**src/rtl/capture_unit.sv**
```systemverilog
module capture_unit #(
  parameter int CNT_W       = 16,
  parameter int SYNC_STAGES = 2,
  parameter int FILT_LEN    = 4
) (
  input  logic             clk,
  input  logic             rst_n,
  input  logic             cap_pin,
  input  logic [CNT_W-1:0] count_val,
  input  logic             filt_en,
  input  logic             edge_rise,
  input  logic             irq_en,
  input  logic             flag_clr,
  output logic [CNT_W-1:0] cap_value,
  output logic             cap_flag,
  output logic             cap_irq
);

  // stored filter history; the live synchronized sample makes the last one
  localparam int HIST_W = FILT_LEN - 1;

  logic [SYNC_STAGES-1:0] sync_q;
  logic [HIST_W-1:0]      hist_q;
  logic                   filt_q;
  logic                   lvl_q;
  logic                   fen_q;
  logic                   pin_s;
  logic                   lvl;
  logic                   all_hi;
  logic                   all_lo;
  logic                   trig;

  assign pin_s  = sync_q[SYNC_STAGES-1];
  assign all_hi = &{hist_q, pin_s};
  assign all_lo = ~|{hist_q, pin_s};
  assign lvl    = filt_en ? filt_q : pin_s;
  assign trig   = (filt_en == fen_q) && (lvl != lvl_q) && (lvl == edge_rise);
  assign cap_irq = cap_flag & irq_en;

  always_ff @(posedge clk) begin
    if (!rst_n) begin
      sync_q <= '0;
      hist_q <= '0;
      filt_q <= 1'b0;
    end else begin
      sync_q <= {sync_q[SYNC_STAGES-2:0], cap_pin};
      hist_q <= {hist_q[HIST_W-2:0], pin_s};
      if (all_hi)      filt_q <= 1'b1;
      else if (all_lo) filt_q <= 1'b0;
    end
  end

  always_ff @(posedge clk) begin
    if (!rst_n) begin
      lvl_q     <= 1'b0;
      fen_q     <= 1'b0;
      cap_value <= '0;
      cap_flag  <= 1'b0;
    end else begin
      lvl_q <= lvl;
      fen_q <= filt_en;
      if (trig) cap_value <= count_val;
      cap_flag <= trig | (cap_flag & ~flag_clr);
    end
  end

endmodule

```
**config.mk**
```make
export PLATFORM = sky130hd
export DESIGN_NAME = capture_unit
export DESIGN_NICKNAME = d
export VERILOG_FILES = /design/src/rtl/capture_unit.sv
export SDC_FILE = /design/constraint.sdc
export NUM_CORES = 1
export LEC_CHECK = 0
export ABC_AREA = 0
export CORE_ASPECT_RATIO = 0.7
export CORE_MARGIN = 4
export CORE_UTILIZATION = 56
export DETAILED_ROUTE_END_ITERATION = 7
export DONT_BUFFER_PORTS = 1
export PLACE_DENSITY_LB_ADDON = 0.05
export SLEW_MARGIN = 10
export SYNTH_ARGS = -nofsm -noshare
export SYNTH_HDL_FRONTEND = slang
export SYNTH_SLANG_ARGS = --single-unit
```
**constraint.sdc**
```tcl
create_clock -name clk -period 1.5 [get_ports clk]
set_input_delay 0.225 -clock clk [delete_from_list [all_inputs] [get_ports clk]]
set_output_delay 0.225 -clock clk [all_outputs]
set_load 0.005 [all_outputs]
```
==> reports/metrics.yaml <==
syn2layout_area_growth_pct: 3.91
status: "finished, final reports clean"
vias: 1612
place_hpwl_microns: 2670
synth.distinct_cells: 24
startpoint_type: "flop"
cts.sinks: 25
worstSetupPathType: "reg -> reg"
port_buffers: 0
grt_usage_pct: 22.4
yosys.area.top_type: "dfxtp_1"
routedWlPerCell_microns: 20.5
slew_violations: 0
ys_warn_count: 0
synthTopCellsByCount: "nand4_1 (34), o2111ai_1 (32), dfxtp_1 (25)"
finalClockSkew_ns: 0.00226
critPathMaxFanout: 6
yosysMostFrequentCell: "nand4_1"
seq_area_sq_um: 504
synth.area.top_cells: "dfxtp_1 (31%), o2111ai_1 (17%), nand4_1 (13%), and3_1 (6.9%), nor2b_1 (6.5%)"
clockBufferDepth: 2
grt_overflow: 0
hold_violations: 0
nets: 205
fillCellCount: 247
viasPerCell: 7.43
cp.arrival_ns: 1.62
start_util_pct: 58.3
tightestPinTransition_ns: 0.374
routabilityCongestion: 0.818
use_met1_pct: 29.4
drt-initial-drc-count: 259
ys_ff_latch: 25
drc_errors: 0
min_period_over_period_pct: 94.0
placed_area_sq_um: 1620
cap_violations: 0
hold_path_class: "in -> reg"
core_area_sq_um: 2800
busiest_layer: "met2"
dominantRegCellSynth: "dfxtp_1"
min_period_ns: 1.41
synth_nets: 216
grtUsageMet3_pct: 6.64
cts_resized: 0
slew_headroom_pct: 75.1
fp.dieW_microns: 72.6
yosys.area.top_type_share_pct: 30.6
root_buffer: "clkbuf_8"
layout-drive-gt1-share_pct: 14.9
dr.pass1.iters: 4
gr-usage-met2_pct: 36.1
fmax_ghz: 0.709
stdcell_area_sq_um: 1700
wl_microns: 4460
syn-instance-count: 193
power_leakage_nw: 0.626
multi_input_area_sq_um: 1000
finalSetupViolCount: 0
grt_pass1_vias: 1397
clk_latency_ns: 0.27
cts.clk_slew.worst_paths_ns: 0.09
ys_seq_area_share_pct: 30.6
async_flop_share_pct: 0
die-area_sq_um: 3860
grt_max_degree: 74
holdBufCountCts: 0
synth_edf_count: 0
worst_r2r_path_depth: 5
cts.htree.levels: 1
grt_pass1_wl_microns: 6820
ir_drop_uv: 543
syn_area_sq_um: 1630
die_y_microns: 53.2
postCtsSetupBuffers: 0
pin_count: 41
cellPowerDensity_nw_per_um2: 679
rows: 16
n_antenna_cell: 0
cts_made_buffers: 3
synth.avg_cell_area_sq_um: 8.47
hold_path_depth: 1
ant_nets: 0
cts_tree: "yes"
required_ns: 1.71
end_kind: "flop"
grt_setup_unrepaired: "no"
antenna_found_initial: 0
fin_tns_setup_ns: 0
==> cells in the final DEF, fill, tap and decap left out <==
cell / n
nand4_1: 34
o2111ai_1: 32
dfxtp_1: 22
and3_1: 18
nor2b_1: 17
nand3_1: 16
buf_4: 12
and2_1: 7
clkbuf_8: 3
dfxtp_2: 3
nand4bb_1: 2
or4b_4: 2
nor4bb_4: 1
nor4b_4: 1
inv_2: 1
nand4b_1: 1
and4b_2: 1
and4bb_2: 1
o21ai_0: 1
o31ai_1: 1
a21boi_1: 1
nand2b_1: 1
mux2i_1: 1
clkinv_2: 1
buf_2: 1
==> final cells by class <==
class | instances | area share, %
clock inverter | 1 | 0.295
clock buffer | 3 | 2.43
multi-input combinational | 138 | 59.1
inverter | 1 | 0.221
tap | 36 | 2.65
timing repair buffer | 13 | 5.60
sequential | 25 | 29.7
==> where the power goes <==
group	leakage, nW	switching (mW)	internal (mW)
Combinational	0.397	0.0300	0.0309
Clock	0.0255	0.215	0.186
Sequential	0.204	0.0140	0.678
Total	0.626	0.259	0.895
==> worst max-delay path: stages (launching register included) <==
cell and delay, ns:
dfxtp_2 0.36, buf_4 0.17, nor4bb_4 0.34, buf_2 0.23, o2111ai_1 0.14, nand4_1 0.11
==> logic make-up after synthesis <==
group	after synthesis	share of synthesized area [%]
AO/OA/AOI/OAI	35	18.4
buffers and inverters	31	9.80
flip-flops	25	30.6
multiplexers	1	0.613
AND/OR/NAND/NOR	101	40.6
==> path summary, 6_finish.rpt <==
| kind | startpoint | endpoint | slack, ns |
|---|---|---|---|
| worst min-delay path | cap_pin | sync_q[0] | 0.08 |
| worst max register to register | fen_q | cap_value[4] | 0.09 |
| worst max-delay path | fen_q | cap_value[4] | 0.09 |
| worst min register to register | sync_q[0] | sync_q[1] | 0.45 |
==> layer usage <==
layer	wire, microns	part of all wire [%]	up-vias
met5	0	0	-
li1	-	-	754
met4	38	0.85	0
met2	2040	46	70
met3	421	9.4	4
met1	1950	44	784
==> flip-flops by register name, summed over array words and instances, names as in the netlist <==
name	flops
cap_flag	1
cap_value	16
fen_q	1
filt_q	1
hist_q	3
lvl_q	1
sync_q	2
==> stage by stage <==
stage	utilization, %	hold WS (ns)	total power, mW	setup slack, ns	cells
after floorplan	-	0.352	0.789	0.0687	193
after global placement	57.8	0.353	0.759	0.0949	211
after detailed placement	57.8	0.356	0.762	0.0588	211
after CTS	59.4	0.0734	1.16	0.0271	215
after global routing	60.6	0.0579	1.22	0.000820	217
final	60.6	0.0781	1.15	0.0901	217
Note: power is estimated with default switching activity, not from simulation.
